==> src/rtl/irq_coal_pkg.sv <==
package irq_coal_pkg;
  localparam int unsigned CNT_W_DEF = 10;
  localparam int unsigned TMR_W_DEF = 10;
endpackage

==> src/rtl/coal_cfg_regs.sv <==
module coal_cfg_regs #(
  parameter int unsigned CNT_W = irq_coal_pkg::CNT_W_DEF,
  parameter int unsigned TMR_W = irq_coal_pkg::TMR_W_DEF
) (
  input  logic             clk,
  input  logic             rst_n,
  input  logic             wr_i,
  input  logic [CNT_W-1:0] thr_i,
  input  logic [TMR_W-1:0] wb_i,
  input  logic             en_i,
  output logic [CNT_W-1:0] thr_o,
  output logic [TMR_W-1:0] wb_o,
  output logic             en_o
);
  localparam logic [CNT_W-1:0] THR_ONE = CNT_W'(1);

  logic [CNT_W-1:0] thr_q, thr_d;
  logic [TMR_W-1:0] wb_q, wb_d;
  logic             en_q, en_d;

  always_comb begin
    thr_d = thr_q;
    wb_d  = wb_q;
    en_d  = en_q;
    if (wr_i) begin
      thr_d = (thr_i == '0) ? THR_ONE : thr_i;
      wb_d  = wb_i;
      en_d  = en_i;
    end
  end

  always_ff @(posedge clk or negedge rst_n) begin
    if (!rst_n) begin
      thr_q <= THR_ONE;
      wb_q  <= '0;
      en_q  <= 1'b0;
    end else if (wr_i) begin
      thr_q <= thr_d;
      wb_q  <= wb_d;
      en_q  <= en_d;
    end
  end

  assign thr_o = thr_q;
  assign wb_o  = wb_q;
  assign en_o  = en_q;
endmodule

==> src/rtl/coal_pkt_counter.sv <==
module coal_pkt_counter #(
  parameter int unsigned CNT_W = irq_coal_pkg::CNT_W_DEF
) (
  input  logic             clk,
  input  logic             rst_n,
  input  logic             pkt_i,
  input  logic             ack_i,
  output logic [CNT_W-1:0] cnt_o
);
  localparam logic [CNT_W-1:0] CNT_MAX = {CNT_W{1'b1}};

  logic [CNT_W-1:0] cnt_q, cnt_d;
  logic             cnt_en;

  always_comb begin
    cnt_en = ack_i | (pkt_i & (cnt_q != CNT_MAX));
    if (ack_i) cnt_d = pkt_i ? CNT_W'(1) : '0;
    else       cnt_d = cnt_q + CNT_W'(1);
  end

  always_ff @(posedge clk or negedge rst_n) begin
    if (!rst_n)      cnt_q <= '0;
    else if (cnt_en) cnt_q <= cnt_d;
  end

  assign cnt_o = cnt_q;
endmodule

==> src/rtl/coal_wait_timer.sv <==
module coal_wait_timer #(
  parameter int unsigned TMR_W = irq_coal_pkg::TMR_W_DEF
) (
  input  logic             clk,
  input  logic             rst_n,
  input  logic             pkt_i,
  input  logic             tick_i,
  input  logic             ack_i,
  input  logic             active_i,
  input  logic [TMR_W-1:0] wb_i,
  output logic             expire_o
);
  logic [TMR_W-1:0] tmr_q, tmr_d;
  logic             tmr_en;
  logic             reached;

  always_comb begin
    reached = (tmr_q >= wb_i);
    tmr_en  = ack_i | pkt_i | (tick_i & active_i & ~reached);
    if (ack_i | pkt_i) tmr_d = '0;
    else               tmr_d = tmr_q + TMR_W'(1);
  end

  always_ff @(posedge clk or negedge rst_n) begin
    if (!rst_n)      tmr_q <= '0;
    else if (tmr_en) tmr_q <= tmr_d;
  end

  assign expire_o = (wb_i != '0) & active_i & reached;
endmodule

==> src/rtl/irq_coalesce.sv <==
module irq_coalesce #(
  parameter int unsigned CNT_W = irq_coal_pkg::CNT_W_DEF,
  parameter int unsigned TMR_W = irq_coal_pkg::TMR_W_DEF
) (
  input  logic             clk,
  input  logic             rst_n,
  input  logic             pkt_done_i,
  input  logic             ms_tick_i,
  input  logic             eol_i,
  input  logic             irq_ack_i,
  input  logic             cfg_wr_i,
  input  logic [CNT_W-1:0] cfg_thresh_i,
  input  logic [TMR_W-1:0] cfg_wait_i,
  input  logic             cfg_eol_en_i,
  output logic             irq_o,
  output logic [CNT_W-1:0] pending_o
);
  logic [CNT_W-1:0] thr_q;
  logic [TMR_W-1:0] wb_q;
  logic             eol_en_q;
  logic [CNT_W-1:0] cnt;
  logic             tmr_expire;
  logic             thr_hit, eol_hit;
  logic             irq_q, irq_d;

  coal_cfg_regs #(.CNT_W(CNT_W), .TMR_W(TMR_W)) u_cfg (
    .clk   (clk),
    .rst_n (rst_n),
    .wr_i  (cfg_wr_i),
    .thr_i (cfg_thresh_i),
    .wb_i  (cfg_wait_i),
    .en_i  (cfg_eol_en_i),
    .thr_o (thr_q),
    .wb_o  (wb_q),
    .en_o  (eol_en_q)
  );

  coal_pkt_counter #(.CNT_W(CNT_W)) u_cnt (
    .clk   (clk),
    .rst_n (rst_n),
    .pkt_i (pkt_done_i),
    .ack_i (irq_ack_i),
    .cnt_o (cnt)
  );

  coal_wait_timer #(.TMR_W(TMR_W)) u_tmr (
    .clk      (clk),
    .rst_n    (rst_n),
    .pkt_i    (pkt_done_i),
    .tick_i   (ms_tick_i),
    .ack_i    (irq_ack_i),
    .active_i (cnt != '0),
    .wb_i     (wb_q),
    .expire_o (tmr_expire)
  );

  always_comb begin
    thr_hit = (cnt >= thr_q);
    eol_hit = eol_i & eol_en_q;
    if (irq_ack_i) irq_d = eol_hit;
    else           irq_d = irq_q | thr_hit | tmr_expire | eol_hit;
  end

  always_ff @(posedge clk or negedge rst_n) begin
    if (!rst_n) irq_q <= 1'b0;
    else        irq_q <= irq_d;
  end

  assign irq_o     = irq_q;
  assign pending_o = cnt;
endmodule

==> config.mk <==
export PLATFORM = sky130hd
export DESIGN_NAME = irq_coalesce
export DESIGN_NICKNAME = d
export VERILOG_FILES = /design/src/rtl/irq_coal_pkg.sv /design/src/rtl/coal_cfg_regs.sv /design/src/rtl/coal_pkt_counter.sv /design/src/rtl/coal_wait_timer.sv /design/src/rtl/irq_coalesce.sv
export SDC_FILE = /design/constraint.sdc
export NUM_CORES = 1
export LEC_CHECK = 0
export BUFFER_PORTS_ARGS = -buffer_cell sky130_fd_sc_hd__buf_2
export CAP_MARGIN = 20
export CORE_ASPECT_RATIO = 1.75
export CORE_UTILIZATION = 60
export CTS_BUF_LIST = sky130_fd_sc_hd__clkbuf_16
export DETAILED_ROUTE_END_ITERATION = 12
export PLACE_DENSITY = 0.81
export SYNTH_ARGS = -nofsm -noshare
export SYNTH_HDL_FRONTEND = slang
export SYNTH_SLANG_ARGS = --single-unit
==> constraint.sdc <==
create_clock -name clk -period 6.64 [get_ports clk]
set_clock_uncertainty 0.2 [all_clocks]
set_input_delay 0.996 -clock clk [delete_from_list [all_inputs] [get_ports clk]]
set_output_delay 0.996 -clock clk [all_outputs]
set_load 0.01 [all_outputs]
Word level (Yosys, flattened, before mapping)
Index checks and enable logic that the tools add are counted.

cells by class
  reduce and logical (&&, ||, !) cells = 3
  equality and inequality tests = 1
  add/sub/neg operators = 2
  order comparisons = 2
  mux-type cells = 5
  bitwise logic cells = 13

operators by type and width
  operator                                        number
  two-way mux 10 bit                              3
  adder 10 x 1 -> 10 bit (second input constant)  2
  greater-or-equal comparator 10 bit              2
  nonzero test 10 bit                             2
  logical NOT 10 bit                              1
  != test 10 bit (second input constant)          1
  bitwise AND 1 bit                               6
  bitwise OR 1 bit                                6
  two-way mux 1 bit                               2
  NOT 1 bit                                       1

storage, ports and cells
  bits of input ports = 28
  register bits = 42
  output and inout port bits = 11
  logic and storage cells = 32

Logic depth before layout (Yosys ltp)
  word-level depth = 6
  gate-level depth with buffers = 8

By module
From an unflattened synthesis, not the netlist that was laid out.

second synthesis, totals
  cell total of the unflattened synthesis = 259
  area, all modules = 2667.6 um2

by module, submodules not included
  module            times used  area each (um2)  sequential area each (um2)  cells an instance
  coal_wait_timer   1           892.1            250.2                       102
  coal_cfg_regs     1           810.8            526.8                       49
  coal_pkt_counter  1           645.6            250.2                       66
  irq_coalesce      1           319.1            25.0                        42

Worst setup path after synthesis
Ideal clock, no wire load.

  path kind = input-to-reg
  from = input pkt_done_i
  to = register u_cnt.cnt_q[8] (netlist: u_cnt.cnt_o[8])
  arrival = 2.015 ns
  slack = 4.347 ns
  cell stages on the path = 5
  path buffers = 0
  library setup time = 0.078 ns
  path through = inv_1 -> a31o_2 -> or2_2 -> or3_1 -> a21oi_1

between the ends
  longest elaborated chain between the ends = 2

ends and longest elaborated chain
  what                  RTL line                RTL
  from (decl)           irq_coalesce.sv:7       input logic pkt_done_i,
  bitwise AND 1 bit     coal_pkt_counter.sv:16  cnt_en = ack_i | (pkt_i & (cnt_q != CNT_MAX));
  bitwise OR 1 bit      coal_pkt_counter.sv:16
  to (signal assigned)  coal_pkt_counter.sv:23  else if (cnt_en) cnt_q <= cnt_d;
  to (decl)             coal_pkt_counter.sv:12  logic [CNT_W-1:0] cnt_q, cnt_d;

Every way passes these cells.
A chain may end at the register's enable or synchronous reset.

Final worst setup path
  from = register u_cfg.wb_q[7] (netlist: u_cfg.wb_o[7])
  to = register u_tmr.tmr_q[9]

between the ends
  longest elaborated chain between the ends = 4

ends and longest elaborated chain
  what                                RTL line               RTL
  from (decl)                         coal_cfg_regs.sv:18    logic [TMR_W-1:0] wb_q, wb_d;
  from (signal assigned)              coal_cfg_regs.sv:39    wb_q <= wb_d;
  greater-or-equal comparator 10 bit  coal_wait_timer.sv:18  reached = (tmr_q >= wb_i);
  NOT 1 bit                           coal_wait_timer.sv:19  tmr_en = ack_i | pkt_i | (tick_i & active_i & ~reached);
  bitwise AND 1 bit                   coal_wait_timer.sv:19
  bitwise OR 1 bit                    coal_wait_timer.sv:19
  to (signal assigned)                coal_wait_timer.sv:26  else if (tmr_en) tmr_q <= tmr_d;
  to (decl)                           coal_wait_timer.sv:13  logic [TMR_W-1:0] tmr_q, tmr_d;

Every way passes these cells.

==> run summary <==
status - finished, final reports clean
Final Cell Area - 0.002796 mm²
DIE AREA - 0.004273 mm²
count of cell types in the netlist - 42
CTS tree - done
Critical Path Max Stage Delay - 480 ps
Placed Area - 0.002631 mm²
Synth Flop Type - dfrtp_1
PD cells - 224.9 mW/mm²
CP endpoint kind - register
RD Place Congestion - 0.8132
RSZ-0062 raised after global routing - false
Rel. slew slack - 38.07%
worst-margin pin slew - 928.9 ps
Fillers - 307
initial DRC count - 45
DP Worst Slack - 4140 ps
row cnt - 30
Util after Layout - 72.33%
largest net degree at the start of global routing - 43
Core Box Area - 0.003866 mm²
# clock sinks - 42
synth top area cells - dfrtp_1, ha_1, o21ai_0
synthesized instance count - 263
post-synthesis sequential area ratio - 43.78%
Tcrit/Tclk final - 36.06%
Root Driver - clkbuf_16
Initial Utilization - 62.17%
TritonCTS buffer count - 5
syn nets - 314
Inserted Diodes - 0
P&R area growth vs syn - 16.35%
WP data required - 6640 ps
Synth top area share - 42.69%
Worst Hold Class - reg2reg
Pwr Total - 629.0 µW
Post-Syn Area per Cell - 9.139 µm²
total congestion overflow - 0
Ports - 39
Layout Nets - 353
highest metal used - met4
Gates resized, CTS repair - 0
setup ws final - 4246 ps
CP cell instances - inv_1 > ha_1 > a211o_1 > a21oi_2 > o41a_4 > nand4_4 > or4_1 > a21oi_1
final hold violation count - 0
drt via density - 5.698
initial antenna violation count - 0
Final Max Tran Viols - 0
drt drc - 0
WL met1 - 1.973 mm
Setup Crit Path Kind - reg2reg
DR WL/cell - 14.84 µm
Post-CTS Setup Inserts - 0
Post-synth top cells - dfrtp_1, nand2_1, inv_1, o21ai_0, ha_1
#FFs+latches synth - 42
Max Buffers Root-to-Sink - 2
ys async rst share - 100.0%
Arr. time, crit path - 2400 ps
GRT Resource Usage Total - 27.94%
Final ANT Viol Nets - 0
Setup violations, final - 0
DP HPWL - 3.942 mm
largest area contributor in the netlist - dfrtp_1
Achievable Freq - 0.4176 GHz
Worst-Skew Late Latency - 280 ps
mapped cell area - 0.002404 mm²
Tmin final - 2394 ps
1st-pass router iterations - 4
Buffers on Ports - 38
vias in the first global route - 2052
Max VDD drop - 0.1625 mV
Setup TNS Final - 0 ps
Die Wd - 49.85 µm
slowest cell on the critical path - or4_1
Post-CTS Hold Fix Bufs - 0
routed wire length - 5.209 mm
met3 WL post-DR - 134 µm
routed vias - 2000
EDFF count, synth - 0
# H-tree levels - 2
startpoint types - register
WL met2 - 2.942 mm
Die Ht - 85.73 µm
max cap viols - 0
Synthesis Warnings - 0
top-count cell post-synth - dfrtp_1
layout cells sized above 1 - 18.81%
clk slew on worst S/H paths - 60 ps
leakage power - 1.374 nW
first-pass GRT wire length - 9.066 mm
Max Fanout on Critical Path - 8
## final timing paths
kind                                            start                          to  slack (ps)  cells past startpoint
max reg2reg                 u_cfg.wb_o[7]$_DFFE_PN0P_  u_tmr.tmr_q[9]$_DFFE_PN0P_        4250                      8
max in group asynchronous                       rst_n  u_tmr.tmr_q[0]$_DFFE_PN0P_        5000                      1
max                         u_cfg.wb_o[7]$_DFFE_PN0P_  u_tmr.tmr_q[9]$_DFFE_PN0P_        4250                      8
min reg2reg                u_cfg.thr_o[0]$_DFFE_PN1P_  u_cfg.thr_o[0]$_DFFE_PN1P_         290                      2
min in group asynchronous                       rst_n   u_cfg.wb_o[5]$_DFFE_PN0P_         660                      1
min                        u_cfg.thr_o[0]$_DFFE_PN1P_  u_cfg.thr_o[0]$_DFFE_PN1P_         290                      2
## metal layers
metal  up-vias  GRT usage [%]
met1       946          29.27
met2        48          53.44
li1        992              -
met3        14          3.369
met5         -              0
met4         0          12.73
## cells by family after synthesis
kind of cell | after synthesis | share of synthesized area [%]
adder cells (fa/ha/maj) | 23 | 11.97
AO/OA/AOI/OAI | 60 | 14.78
multiplexers | 3 | 1.353
buffers and inverters | 35 | 5.466
flip-flops | 42 | 43.78
XOR/XNOR | 8 | 2.915
AND/OR/NAND/NOR | 92 | 19.73
## per-stage QoR
stage	instances	hold slack [ps]
after floorplan	263	269.0
after global placement	343	289.0
after detailed placement	343	290.4
after CTS	351	303.0
after global routing	351	356.2
final	351	293.8
## registers in the layout (all words and copies together), names as in the netlist
signal,flops
u_cfg.en_o,1
u_cfg.wb_o,10
u_cnt.cnt_o,10
u_cfg.thr_o,10
irq_o,1
u_tmr.tmr_q,10
## critical path, delay by kind of cell, from the launching register on
family,cells,cell delay [ps]
buffers and inverters,1,70
adder cells (fa/ha/maj),1,310
AO/OA/AOI/OAI,4,790
flip-flops,1,350
AND/OR/NAND/NOR,2,600
## power by group
group	internal, mW	total (mW)	leakage, nW	switching, mW
Sequential	0.271	0.281	0.541	0.0101
Combinational	0.0307	0.0762	0.749	0.0455
Clock	0.176	0.272	0.0836	0.0958
## area by class of cell
class	instances	area, µm²	area share (%)
clock buffer	5	125.1	4.474
clock inverter	3	40.04	1.432
inverter	29	108.9	3.893
multi-input combinational	186	1220	43.62
sequential	42	1052	37.63
tap	48	60.06	2.148
timing repair buffer	38	190.2	6.801
## cells in the final DEF (no fill, tap or decap), types with 2 or more instances in the layout
cell type  instances
a21o_1             2
a21oi_1           15
a31oi_1            3
and2_1             2
buf_2             38
clkbuf_16          5
clkinv_2           2
dfrtp_1           41
ha_1              23
inv_1             29
mux2_2             2
nand2_1           33
nand2b_1           2
nand3_1            8
nand4_1            4
nand4b_1           2
nor2_1            16
nor3_1             4
nor4_1             4
o21ai_0           28
o31ai_1            3
or2_2              2
or3_1              4
or4_1              5
xnor2_1            4
xor2_1             4
Note: power is estimated with default switching activity, not from simulation.
